### config.mk
export PLATFORM = sky130hd
export DESIGN_NAME = aclink_capture_assembler
export DESIGN_NICKNAME = d
export VERILOG_FILES = /design/src/rtl/acl_pkg.sv /design/src/rtl/acl_slot_map.sv /design/src/rtl/acl_sample_hold.sv /design/src/rtl/acl_frame_builder.sv /design/src/rtl/aclink_capture_assembler.sv
export SDC_FILE = /design/constraint.sdc
export NUM_CORES = 1
export LEC_CHECK = 0
export ABC_AREA = 1
export BUFFER_PORTS_ARGS = -buffer_cell sky130_fd_sc_hd__buf_2
export CORE_MARGIN = 2
export CORE_UTILIZATION = 55
export CTS_CLUSTER_DIAMETER = 80
export DETAILED_ROUTE_END_ITERATION = 8
export PLACE_DENSITY = 0.94
export SLEW_MARGIN = 25
export SYNTH_ARGS = -nofsm -noshare
export SYNTH_HDL_FRONTEND = slang
export SYNTH_SLANG_ARGS = --single-unit
### constraint.sdc
create_clock -name clk -period 1.6 [get_ports clk]
set_clock_uncertainty 0.05 [all_clocks]
set_input_delay 0.08 -clock clk [delete_from_list [all_inputs] [get_ports clk]]
set_output_delay 0.08 -clock clk [all_outputs]
set_load 0.05 [all_outputs]
### src/rtl/acl_pkg.sv
// Package: shared constants, the placement-code type and the slot-pair
// lookup used by the capture slot assembler.
// Assumes slot 0 is the tag slot and slots 1..12 carry 20-bit data fields.
package acl_pkg;

    localparam int LAST_SLOT  = 12;
    localparam int GPIO_SLOT  = 12;
    localparam int DEF_SLOT_W = 20;
    localparam int TAG_W      = 16;

    typedef enum logic [1:0] {
        PAIR_S3_S4   = 2'b00,
        PAIR_S7_S8   = 2'b01,
        PAIR_S6_S9   = 2'b10,
        PAIR_S10_S11 = 2'b11
    } pair_code_e;

    // Slot number that receives the left sample for a placement code.
    function automatic int left_slot(pair_code_e c);
        case (c)
            PAIR_S3_S4:   return 3;
            PAIR_S7_S8:   return 7;
            PAIR_S6_S9:   return 6;
            default:      return 10;
        endcase
    endfunction

    // Slot number that receives the right sample for a placement code.
    function automatic int right_slot(pair_code_e c);
        case (c)
            PAIR_S3_S4:   return 4;
            PAIR_S7_S8:   return 8;
            PAIR_S6_S9:   return 9;
            default:      return 11;
        endcase
    endfunction

endpackage

### src/rtl/acl_slot_map.sv
// Module: acl_slot_map
// Decodes the 2-bit placement code into one-hot slot selects for the
// left and right samples. This is purely combinational.
// Assumes that no placement code selects the GPIO slot.
module acl_slot_map
    import acl_pkg::*;
(
    input  logic [1:0]         sel_code,
    output logic [LAST_SLOT:1] left_hot,
    output logic [LAST_SLOT:1] right_hot
);

    pair_code_e code;
    assign code = pair_code_e'(sel_code);

    for (genvar k = 1; k <= LAST_SLOT; k++) begin : g_dec
        // One compare per slot for each channel.
        assign left_hot[k]  = (left_slot(code)  == k);
        assign right_hot[k] = (right_slot(code) == k);
    end

    // Left and right never share a slot, and neither lands on slot 12.
    always_comb begin
        a_r6_map_disjoint: assert ((left_hot & right_hot) == '0 &&
                                   !left_hot[GPIO_SLOT] && !right_hot[GPIO_SLOT])
            else $error("slot map overlap");
    end

endmodule

### src/rtl/acl_sample_hold.sv
// Module: acl_sample_hold
// Holds the newest ADC sample pair until the next frame boundary. It
// forwards a pair that arrives in the boundary cycle itself.
// Assumes frame_start is a single-cycle pulse.
module acl_sample_hold #(
    parameter int SMP_W = 20
) (
    input  logic             clk,
    input  logic             rst_n,
    input  logic             frame_start,
    input  logic             smp_valid,
    input  logic [SMP_W-1:0] smp_left,
    input  logic [SMP_W-1:0] smp_right,
    output logic             pair_have,
    output logic [SMP_W-1:0] pair_left,
    output logic [SMP_W-1:0] pair_right
);

    logic             pend_q;
    logic [SMP_W-1:0] left_q, right_q;

    // Capture the latest pair; the frame boundary consumes it.
    always_ff @(posedge clk) begin
        if (!rst_n) begin
            pend_q  <= 1'b0;
            left_q  <= '0;
            right_q <= '0;
        end else if (frame_start) begin
            pend_q  <= 1'b0;
        end else if (smp_valid) begin
            pend_q  <= 1'b1;
            left_q  <= smp_left;
            right_q <= smp_right;
        end
    end

    // A pair presented in the boundary cycle takes precedence over the held one.
    always_comb begin
        pair_have  = smp_valid | pend_q;
        pair_left  = smp_valid ? smp_left  : left_q;
        pair_right = smp_valid ? smp_right : right_q;
    end

    // a boundary always leaves nothing pending.
    a_r11_pending_consumed: assert property (@(posedge clk) disable iff (!rst_n)
        frame_start |=> !pend_q)
        else $error("pending pair survived a frame boundary");

endmodule

### src/rtl/acl_frame_builder.sv
// Module: acl_frame_builder
// Registers the twelve data slots and their valid flags on each frame
// boundary. The sample pair goes to the decoded slots and the pin state
// to slot 12. Assumes SMP_W <= SLOT_W and GPIO_W <= SLOT_W.
// Samples are MSB-justified and pins are LSB-justified.
module acl_frame_builder
    import acl_pkg::*;
#(
    parameter int SLOT_W = DEF_SLOT_W,
    parameter int SMP_W  = 20,
    parameter int GPIO_W = 2
) (
    input  logic                      clk,
    input  logic                      rst_n,
    input  logic                      frame_start,
    input  logic [LAST_SLOT:1]        left_hot,
    input  logic [LAST_SLOT:1]        right_hot,
    input  logic                      pair_have,
    input  logic [SMP_W-1:0]          pair_left,
    input  logic [SMP_W-1:0]          pair_right,
    input  logic                      gpio_en,
    input  logic [GPIO_W-1:0]         gpio_pins,
    output logic [LAST_SLOT*SLOT_W-1:0] slot_bus,
    output logic [LAST_SLOT:1]        slot_vld
);

    localparam int SMP_PAD  = SLOT_W - SMP_W;
    localparam int GPIO_PAD = SLOT_W - GPIO_W;

    logic [SLOT_W-1:0] left_ext, right_ext, gpio_ext;

    if (SMP_PAD == 0) begin : g_smp_full
        assign left_ext  = pair_left;
        assign right_ext = pair_right;
    end else begin : g_smp_pad
        assign left_ext  = {pair_left,  {SMP_PAD{1'b0}}};
        assign right_ext = {pair_right, {SMP_PAD{1'b0}}};
    end

    if (GPIO_PAD == 0) begin : g_gpio_full
        assign gpio_ext = gpio_pins;
    end else begin : g_gpio_pad
        assign gpio_ext = {{GPIO_PAD{1'b0}}, gpio_pins};
    end

    for (genvar k = 1; k <= LAST_SLOT; k++) begin : g_slot
        logic [SLOT_W-1:0] data_q;
        logic              vld_q;

        if (k == GPIO_SLOT) begin : g_gpio
            // Slot 12 loads the pin state, or zero when routing is off.
            always_ff @(posedge clk) begin
                if (!rst_n) begin
                    data_q <= '0;
                    vld_q  <= 1'b0;
                end else if (frame_start) begin
                    data_q <= gpio_en ? gpio_ext : '0;
                    vld_q  <= gpio_en;
                end
            end
        end else begin : g_audio
            // An audio slot loads left, right or zero at the boundary.
            always_ff @(posedge clk) begin
                if (!rst_n) begin
                    data_q <= '0;
                    vld_q  <= 1'b0;
                end else if (frame_start) begin
                    if (pair_have && left_hot[k]) begin
                        data_q <= left_ext;
                        vld_q  <= 1'b1;
                    end else if (pair_have && right_hot[k]) begin
                        data_q <= right_ext;
                        vld_q  <= 1'b1;
                    end else begin
                        data_q <= '0;
                        vld_q  <= 1'b0;
                    end
                end
            end
        end

        assign slot_bus[(k-1)*SLOT_W +: SLOT_W] = data_q;
        assign slot_vld[k] = vld_q;
    end

    // a reset edge empties every slot flag.
    a_r1_reset_clears: assert property (@(posedge clk)
        !rst_n |=> (slot_vld == '0 && slot_bus == '0))
        else $error("reset left slot content");

    // no boundary means no change in the frame content.
    a_r9_hold_between_frames: assert property (@(posedge clk) disable iff (!rst_n)
        !frame_start |=> ($stable(slot_bus) && $stable(slot_vld)))
        else $error("frame content changed without a boundary");

    // a boundary with no fresh pair leaves the audio slots untagged.
    a_r7_no_pair_no_tag: assert property (@(posedge clk) disable iff (!rst_n)
        (frame_start && !pair_have) |=> ($countones(slot_vld[LAST_SLOT-1:1]) == 0))
        else $error("audio tag set without a fresh pair");

    // the audio slots are tagged in pairs only.
    a_r2_pair_tag_count: assert property (@(posedge clk) disable iff (!rst_n)
        frame_start |=> ($countones(slot_vld[LAST_SLOT-1:1]) inside {0, 2}))
        else $error("audio tags not paired");

    // routing off yields an empty, untagged slot 12.
    a_r8_gpio_off_empty: assert property (@(posedge clk) disable iff (!rst_n)
        (frame_start && !gpio_en) |=>
            (slot_bus[(GPIO_SLOT-1)*SLOT_W +: SLOT_W] == '0 && !slot_vld[GPIO_SLOT]))
        else $error("slot 12 driven with routing off");

endmodule

### src/rtl/aclink_capture_assembler.sv
// Module: aclink_capture_assembler (top)
// Builds the parallel content of one AC-link input frame. It places the
// ADC pair into the selected slot pair and optional pin state into slot
// 12, and forms the slot-0 tag word. Assumes frame_start pulses once per
// frame and all inputs are synchronous to clk.
module aclink_capture_assembler
    import acl_pkg::*;
#(
    parameter int SLOT_W = DEF_SLOT_W,
    parameter int SMP_W  = 20,
    parameter int GPIO_W = 2
) (
    input  logic                        clk,
    input  logic                        rst_n,
    input  logic                        frame_start,
    input  logic [1:0]                  pair_code,
    input  logic                        gpio_to_slot12,
    input  logic [GPIO_W-1:0]           gpio_pins,
    input  logic                        smp_valid,
    input  logic [SMP_W-1:0]            smp_left,
    input  logic [SMP_W-1:0]            smp_right,
    output logic [LAST_SLOT*SLOT_W-1:0] slot_bus,
    output logic [TAG_W-1:0]            slot0_tag
);

    localparam int TAG_LSB_USED = TAG_W - 1 - LAST_SLOT;

    logic [LAST_SLOT:1] left_hot, right_hot, slot_vld;
    logic               pair_have;
    logic [SMP_W-1:0]   pair_left, pair_right;

    acl_slot_map u_map (
        .sel_code  (pair_code),
        .left_hot  (left_hot),
        .right_hot (right_hot)
    );

    acl_sample_hold #(.SMP_W(SMP_W)) u_hold (
        .clk         (clk),
        .rst_n       (rst_n),
        .frame_start (frame_start),
        .smp_valid   (smp_valid),
        .smp_left    (smp_left),
        .smp_right   (smp_right),
        .pair_have   (pair_have),
        .pair_left   (pair_left),
        .pair_right  (pair_right)
    );

    acl_frame_builder #(.SLOT_W(SLOT_W), .SMP_W(SMP_W), .GPIO_W(GPIO_W)) u_build (
        .clk         (clk),
        .rst_n       (rst_n),
        .frame_start (frame_start),
        .left_hot    (left_hot),
        .right_hot   (right_hot),
        .pair_have   (pair_have),
        .pair_left   (pair_left),
        .pair_right  (pair_right),
        .gpio_en     (gpio_to_slot12),
        .gpio_pins   (gpio_pins),
        .slot_bus    (slot_bus),
        .slot_vld    (slot_vld)
    );

    // Pack the slot-0 tag: frame flag on top, one flag per slot below it.
    always_comb begin
        slot0_tag = '0;
        slot0_tag[TAG_W-1] = |slot_vld;
        for (int k = 1; k <= LAST_SLOT; k++) begin
            slot0_tag[TAG_W-1-k] = slot_vld[k];
        end
    end

    // the tag bits below the slot-12 flag never rise.
    a_r10_tag_low_zero: assert property (@(posedge clk) disable iff (!rst_n)
        1'b1 |=> (slot0_tag[TAG_LSB_USED-1:0] == '0))
        else $error("reserved tag bits set");

endmodule

* Word-level counts from Yosys, hierarchy flattened
Index checks and enable logic that the tools add are counted.
Cells by class: muxes and demuxes 49, bitwise operators 2, equal/unequal tests 24, reductions and logical operators 25
Operators by type and width (count):
- $mux 20 | 24
- $eq 4x3->1 const B | 8
- $eq 4x4->1 const B | 8
- $pmux 4 s3 | 2
- $logic_and 1x1->1 | 22
- $mux 1 | 22
- $eq 4x2->1 const B | 4
- $reduce_or 12->1 | 1
- $eq 4x1->1 const B | 2
- $eq 2x1->1 const B | 1
- $eq 2x2->1 const B | 1
- $logic_not 2->1 | 1
- $mux 2 | 1
- $reduce_or 2->1 | 1
- $not 1->1 | 1
- $or 1x1->1 | 1
Word-level totals: flip-flop bits (word level) 293, word-level logic and storage cells 127, output and inout bits 256, input port bits 49

* Longest topological paths before layout
Gate-level depths: netlist of run 1.
depth after elaboration 6, depth in mapped cells 7, gate-level depth less buffers 5

* Modules after synthesis
From an unflattened synthesis of run 1, not the netlist that was laid out.
Unflattened totals: cell total of the unflattened synthesis 2546, area total of the unflattened synthesis 15588.7 um^2
By module, submodules not included:
- acl_frame_builder | times used 1, cells each 2114, area an instance 12922.4 um^2, sequential area each 4684.5 um^2
- acl_sample_hold | times used 1, cells each 389, area an instance 2416.1 um^2, sequential area each 820.8 um^2
- acl_slot_map | times used 1, cells each 28, area an instance 180.2 um^2, sequential area each 0.0 um^2
- aclink_capture_assembler | times used 1, cells each 15, area an instance 70.1 um^2, sequential area each 0.0 um^2

* Least setup slack after synthesis of run 1
No wires, ideal clock.
kind register to register, start register u_hold.pend_q, end register u_build.g_slot[10].data_q[10], path buffers 1, arrival 0.932 ns, setup slack 0.559 ns, period minus slack after synthesis 1.041 ns, setup time 0.059 ns, stages on the path, launching flop included 6, data required time 1.491 ns, path through dfxtp_1 nor2_2 nor2_4 clkbuf_1 nand3_1 nand2_1
Between the ends: word-level cells in the longest chain between the ends 4, elaborated cells between the ends (all ways) 5, classes of those cells mux (2); bitwise (1); reduce/logical (2)
RTL lines:
- start, declared | RTL line acl_sample_hold.sv:19 | logic pend_q;
- start signal, assigned | RTL line acl_sample_hold.sv:25 | pend_q <= 1'b0;
- start signal, assigned | RTL line acl_sample_hold.sv:29 | pend_q <= 1'b0;
- start signal, assigned | RTL line acl_sample_hold.sv:31 | pend_q <= 1'b1;
- $or 1x1->1 (*) | RTL line acl_sample_hold.sv:39 | pair_have = smp_valid | pend_q;
- $logic_and 1x1->1 | RTL line acl_frame_builder.sv:71 | end else if (pair_have && right_hot[k]) begin
- $mux 20 | RTL line acl_frame_builder.sv:71
- $mux 20 (*) | RTL line acl_frame_builder.sv:68 | if (pair_have && left_hot[k]) begin
- end signal, assigned | RTL line acl_frame_builder.sv:69 | data_q <= left_ext;
- end signal, assigned | RTL line acl_frame_builder.sv:72 | data_q <= right_ext;
- end, declared | RTL line acl_frame_builder.sv:47 | logic [SLOT_W-1:0] data_q;
Every way passes the cells marked *; elsewhere a longest branch is shown, timed or not. A chain may end at the register's enable or synchronous reset.

* Worst setup path after layout of run 1
start register u_build.g_slot[10].vld_q, end output slot0_tag[15]
Between the ends: word-level cells in the longest chain between the ends 1
RTL lines:
- start, declared | RTL line acl_frame_builder.sv:48 | logic vld_q;
- start signal, assigned | RTL line acl_frame_builder.sv:66 | vld_q <= 1'b0;
- start signal, assigned | RTL line acl_frame_builder.sv:70 | vld_q <= 1'b1;
- start signal, assigned | RTL line acl_frame_builder.sv:73 | vld_q <= 1'b1;
- $reduce_or 12->1 | RTL line aclink_capture_assembler.sv:68 | slot0_tag[TAG_W-1] = |slot_vld;
- end, declared | RTL line aclink_capture_assembler.sv:23 | output logic [TAG_W-1:0] slot0_tag
No other way between the ends.

==> flow_summary.ini, run 1 <==
[timing]
hold_viol_final = 0
setup-tns-final_ns = 0
setup_viol = 0
maxSlewViolCount = 0
finalCriticalPeriod_ns = 1.496
setup_slack_ns = 0.1037
rsz0062_at_grt = no
fmax_mhz = 668.3
worstMarginPinSlew_ns = 0.5213
slew_headroom = 0.6516
min_period_over_period = 0.9352
hold_ws_ns = 0.01202

[route]
wl_per_cell_um = 15.86
viasPerCell = 5.204
vias = 9466
ant_nets = 0
firstDrtPassIters = 5
routed_wl_mm = 28.86
drt-initial-drc-count = 756
drt_drc_violations_left = 0

[min_path]
min-delay-start = smp_right[19]
min_path_type = primary input to flip-flop
hold_depth = 5
whs_endpoint = u_hold.right_q[19]$_SDFFE_PN0N_

[clock_network]
path_clk_slew_ns = 0.06
tritoncts = yes
htreeDepth = 1
numCtsBuffers = 27
cts-root-buf = clkbuf_16
cts.path.max_buffers = 3
clock_sinks = 275
clock_latency_ns = 0.54

[logic_synthesis]
synth_mux_area_frac = 0
ys_types = 16
synth_compound_area_frac = 0.002052
synthSimpleGateAreaFrac = 0.3412
ys_ff_latch = 275
synthXorXnorAreaFrac = 0
yosysSeqAreaShare = 0.5642
synth_adder_area_share = 0
netlist_instances = 1285
yosysWarnings = 0
synth_top_family_by_area = simple AND/OR/NAND/NOR gates
synth.avg_cell_area_sq_um = 7.593
syn_area_sq_mm = 0.009757

[global_route]
grt_start_max_net_pins = 115
grtUsageTotal = 0.2975
overflow = 0
antenna_found_initial = 0
grt_pass1_wl_mm = 44.62
grt_pass1_vias = 9092

[critical_path]
critPathCaptureType = primary output
critPathMaxFanout = 3
cpLargestDelayFamily = simple AND/OR/NAND/NOR gates
rr_endpoint = u_build.g_slot[6].vld_q$_SDFFE_PN0P_
cp_slowest_cell = dfxtp_1
arrival_ns = 1.37
path_common_cell = nor2_1
crit_type = flip-flop to primary output
r2r-start = u_hold.pend_q$_SDFFE_PP0P_
crit_buf_inv = 1
r2r_setup_slack_ns = 0.13
crit_chain = nor2_1 > nand3_1 > nor2_1 > nand2_1 > buf_6
ff2ff_path_depth = 5
cp.required_ns = 1.47
worst_setup_path_start_kind = flip-flop
max_stage_delay_ns = 0.33

[flow_run]
maxCapViolCount = 0

[power_and_ir_drop]
peakVddDrop_mv = 1.007
power_frac_comb = 0.081
power_frac_clock = 0.455
leakage_nw = 6.762
p_int_w = 0.01148
p_switching_w = 0.003622
pwr-share-seq = 0.464
power.density_mw_per_mm2 = 1199
switching_share = 0.2398

[floorplan]
dieArea_sq_mm = 0.01882
start_util = 0.5641
core_area_sq_mm = 0.01730
die_height_um = 137.2
die_w_um = 137.2
num_rows = 48
ios = 305

[placed_design]
dp_hpwl_mm = 17.39
preCtsSetupSlack_ns = 0.2183
numPortBuffers = 283
post_dp_cell_area_sq_mm = 0.01117
gp_congestion = 0.8571

[finish]
final_common_cell = nand2_1
area_growth_pct = 29.11
final_nets = 1621
fillers = 1159
fin_area_sq_mm = 0.01260
multi_input_area_sq_mm = 0.003443
layout_common_cells = 584 x nand2_1, 282 x buf_2, 275 x dfxtp_1, 165 x nand3_1, 71 x inv_1
seqCellArea_sq_mm = 0.005505
drive_gt1_frac = 0.2230

[outcome]
status = finished, final reports clean
==> metrics by stage <==
stage / utilization / instances / total power, W
6_report: 0.7283 / 1819 / 0.01510
2_1_floorplan: - / 1305 / 0.007996
3_3_place_gp: 0.6458 / 1725 / 0.008248
5_1_grt: 0.7280 / 1817 / 0.01550
4_1_cts: 0.7276 / 1817 / 0.01511
3_5_place_dp: 0.6458 / 1725 / 0.008262
==> state kept, by name (all words and copies together), names as in the netlist <==
register               cells
u_build.g_slot.data_q    222
u_hold.left_q             20
u_hold.right_q            20
u_build.g_slot.vld_q      12
u_hold.pend_q              1
==> cells in the mapped netlist (all sizes together) <==
cell type	n	share of area
nand2	584	0.22
dfxtp	275	0.56
nand3	165	0.085
buf	93	0.058
inv	74	0.028
nor2	74	0.032
clkbuf	14	0.0054
o21ai	4	0.0021
clkinv	1	0.00038
conb	1	0.00038
==> repair_timing <==
item / CTS / global route
gates resized for setup: 0 / 3
buffers inserted: 0 / 0
hold buffers: 43 / 0
endpoints found under the hold margin: 177 / 0
endpoints found under the setup margin: 0 / 1
==> per-layer routing <==
layer	up-vias	wire length [um]	track usage
met5	-	0	0
met4	0	1357	0.1529
met3	103	2682	0.05887
met2	591	14340	0.5240
met1	4321	10480	0.3417
li1	4451	-	-
==> layout make-up <==
type / instances / share of cell area
repair buffers: 345 / 0.1664
multi-input cells: 848 / 0.2733
flip-flops and latches: 275 / 0.4370
well taps: 225 / 0.02235
inverters: 75 / 0.02235
diodes: 2 / 0.0003973
clock buffers: 41 / 0.06575
clock inverters: 8 / 0.01242
==> power by group through the flow <==
stage	logic, W	clock network, W	registers [W]
final	0.00123	0.00687	0.00701
after global routing	0.00131	0.00718	0.00702
after CTS	0.00120	0.00691	0.00701
after detailed placement	0.00111	0	0.00716
after global placement	0.00109	0	0.00715
after floorplan	0.000677	0	0.00732
==> worst register-to-register path, delay by kind of cell, from the launching register on <==
family,cells,cell delay (ns)
buffers and inverters,1,0.25
AO/OA/AOI/OAI,1,0.12
AND/OR/NAND/NOR,3,0.62
flip-flops,1,0.32
==> logic make-up after synthesis <==
| group | Yosys count |
|---|---|
| simple gates | 823 |
| other cells | 1 |
| compound gates | 4 |
| flops | 275 |
| buf+inv | 182 |
==> worst max-delay path by stage <==
| stage | start | to | slack, ns | cells past startpoint |
|---|---|---|---|---|
| 2_1_floorplan | u_hold.pend_q$_SDFFE_PP0P_ | u_build.g_slot[10].data_q[10]$_SDFFE_PN0P_ | 0.56 | 5 |
| 3_3_place_gp | u_hold.pend_q$_SDFFE_PP0P_ | u_build.g_slot[3].data_q[4]$_SDFFE_PN0P_ | 0.28 | 5 |
| 3_5_place_dp | u_hold.pend_q$_SDFFE_PP0P_ | u_build.g_slot[6].data_q[12]$_SDFFE_PN0P_ | 0.22 | 5 |
| 4_1_cts | u_build.g_slot[10].vld_q$_SDFFE_PN0P_ | slot0_tag[15] | 0.06 | 5 |
| 5_1_grt | u_build.g_slot[10].vld_q$_SDFFE_PN0P_ | slot0_tag[15] | 0.02 | 5 |
| 6_report | u_build.g_slot[10].vld_q$_SDFFE_PN0P_ | slot0_tag[15] | 0.10 | 5 |
Note: power is estimated with default switching activity, not from simulation.
==> run 2: changes to the inputs <==
--- a/config.mk
+++ b/config.mk
@@ -12,6 +12,7 @@
 export CTS_CLUSTER_DIAMETER = 80
 export DETAILED_ROUTE_END_ITERATION = 8
 export PLACE_DENSITY = 0.94
+export SETUP_SLACK_MARGIN = 0.02
 export SLEW_MARGIN = 25
 export SYNTH_ARGS = -nofsm -noshare
 export SYNTH_HDL_FRONTEND = slang
==> constraint.sdc (replaced) <==
create_clock -name clk -period 1.8 [get_ports clk]
set_clock_uncertainty 0.05 [all_clocks]
set_input_delay 0.09 -clock clk [delete_from_list [all_inputs] [get_ports clk]]
set_output_delay 0.09 -clock clk [all_outputs]
set_load 0.05 [all_outputs]
==> run 2 against run 1 <==
Wire length up 0.67%. Worst setup slack better by 0.036 ns. Core utilization about the same. Worst hold slack better by 0.014 ns. Sequential power down 11%. Critical endpoint is now u_build.g_slot[9].data_q[5]$_SDFFE_PN0P_. Largest cell class unchanged.
==> flow_summary.ini, run 2 (synthesis results as in run 1) <==
[global_route]
grtUsageTotal = 0.2911
antenna_found_initial = 2
grt_start_max_net_pins = 106
grt_pass1_vias = 8834
grt_pass1_wl_mm = 43.82
overflow = 0

[power_and_ir_drop]
leakage_nw = 6.758
peakVddDrop_mv = 1.004
power.density_mw_per_mm2 = 1067

[floorplan]
dieArea_sq_mm = 0.01882
core_area_sq_mm = 0.01730
die_w_um = 137.2
ios = 305
num_rows = 48
start_util = 0.5641
die_height_um = 137.2

[clock_network]
cts-root-buf = clkbuf_16
clock_latency_ns = 0.52
tritoncts = yes
numCtsBuffers = 27
clock_sinks = 275
htreeDepth = 1
cts.path.max_buffers = 3
path_clk_slew_ns = 0.06

[route]
viasPerCell = 5.212
routed_wl_mm = 29.05
firstDrtPassIters = 7
drt_drc_violations_left = 0
vias = 9506
drt-initial-drc-count = 816
ant_nets = 0
wl_per_cell_um = 15.93

[timing]
fmax_mhz = 602.4
min_period_over_period = 0.9223
maxSlewViolCount = 0
slew_headroom = 0.2861
rsz0062_at_grt = no
worstMarginPinSlew_ns = 1.070
setup_viol = 0
hold_ws_ns = 0.02592
hold_viol_final = 0
setup-tns-final_ns = 0
finalCriticalPeriod_ns = 1.660

[finish]
largest_register_ffs = 222
drive_gt1_frac = 0.2256
layout_common_cells = 584 x nand2_1, 283 x buf_2, 275 x dfxtp_1, 163 x nand3_1, 71 x inv_1
final_nets = 1624
final_common_cell = nand2_1
regMostFlops = u_build.g_slot.data_q
top_regs = u_build.g_slot.data_q x222, u_hold.left_q x20, u_hold.right_q x20
area_growth_pct = 29.17
stdcell_count = 1824
final_core_util = 0.7287

[critical_path]
cpLargestDelayFamily = buffers and inverters
cp_slowest_cell = dlygate4sd3_1
cp.required_ns = 2.17
worst_setup_path_start_kind = primary input
critPathMaxFanout = 41
arrival_ns = 2.03
crit_chain = dlygate4sd3_1 > buf_2 > clkbuf_8 > clkinv_1 > buf_4 > nand2_1 > nand2_1 > nand3_1 > nand2_1
crit_type = primary input to flip-flop
crit_buf_inv = 5
critPathCaptureType = flip-flop
path_common_cell = nand2_1
max_stage_delay_ns = 0.56

[outcome]
status = finished, final reports clean

[placed_design]
numPortBuffers = 283
gp_congestion = 0.8596
dpl.cell_count = 1725
dp_hpwl_mm = 17.29

[flow_run]
maxCapViolCount = 0

[min_path]
min_path_type = primary input to flip-flop
-- run 2: cell count changes in the layout (fill, tap and decap cells not counted), moves of 2 or more --
| cell | before | now |
|---|---|---|
| buf_12 | 8 | 6 |
| bufinv_16 | 4 | 6 |
| nand3_1 | 165 | 163 |
| clkinv_2 | 0 | 4 |
| clkinvlp_4 | 1 | 3 |
| nand3_2 | 0 | 2 |
| nor2_2 | 1 | 3 |
| clkbuf_8 | 10 | 4 |
-- run 2: worst paths after layout --
path,startpoint,to,slack (ns),cells after the start
max reg2reg,u_hold.pend_q$_SDFFE_PP0P_,u_build.g_slot[6].data_q[14]$_SDFFE_PN0P_,0.18,4
min reg2reg,u_build.g_slot[2].data_q[0]$_SDFFE_PN0P_,u_build.g_slot[2].data_q[0]$_SDFFE_PN0P_,0.37,2
min,smp_right[7],u_hold.right_q[7]$_SDFFE_PN0N_,0.03,5
max,smp_valid,u_build.g_slot[9].data_q[5]$_SDFFE_PN0P_,0.14,9
-- run 2: where the power goes --
part           leakage (nW)  total (W)  switching [W]  internal (W)
clock                 0.473    0.00613        0.00237       0.00376
combinational          4.06    0.00109       0.000823      0.000269
sequential             2.22    0.00623      0.0000529       0.00618
total                  6.76     0.0135        0.00325        0.0102
-- run 2: metal layers --
metal | up-vias | routed length, um | track usage
met5 | - | 0 | 0
met4 | 0 | 1167 | 0.1397
li1 | 4463 | - | -
met2 | 601 | 14330 | 0.5058
met1 | 4324 | 10790 | 0.3439
met3 | 118 | 2762 | 0.05850
-- run 2: timing repair --
action                                 4_1_cts  5_1_grt
pin swaps                                    0        2
hold buffers                                44        0
gates cloned                                 0        2
setup endpoints to repair                    2      154
gates resized for setup                      2        2
buffers inserted                             0        0
endpoints found under the hold margin      163        0
-- run 2: stage by stage --
stage / power, W / area, sq um / worst slack, ns
after floorplan: 0.007108 / 9832 / 0.7588
after global placement: 0.007319 / 11150 / 0.1131
after detailed placement: 0.007334 / 11150 / 0.04797
after CTS: 0.01347 / 12580 / 0.01955
after global routing: 0.01382 / 12600 / 0.01455
final: 0.01345 / 12600 / 0.1399
-- run 2: layout make-up --
type,instances,area (sq um)
tap,225,281.5
multi-input combinational,850,3466
clock buffer,34,732.0
fill,1175,4693
inverter,75,281.5
sequential,275,5505
timing repair buffer,346,2081
clock inverter,16,249.0
antenna,3,7.507
-- run 2: worst min-delay path, cell delays in order --
cell and delay (ns):
buf_2 0.09, nand2_1 0.05, nand2_1 0.19, nand2_1 0.09
nand2_1 0.06
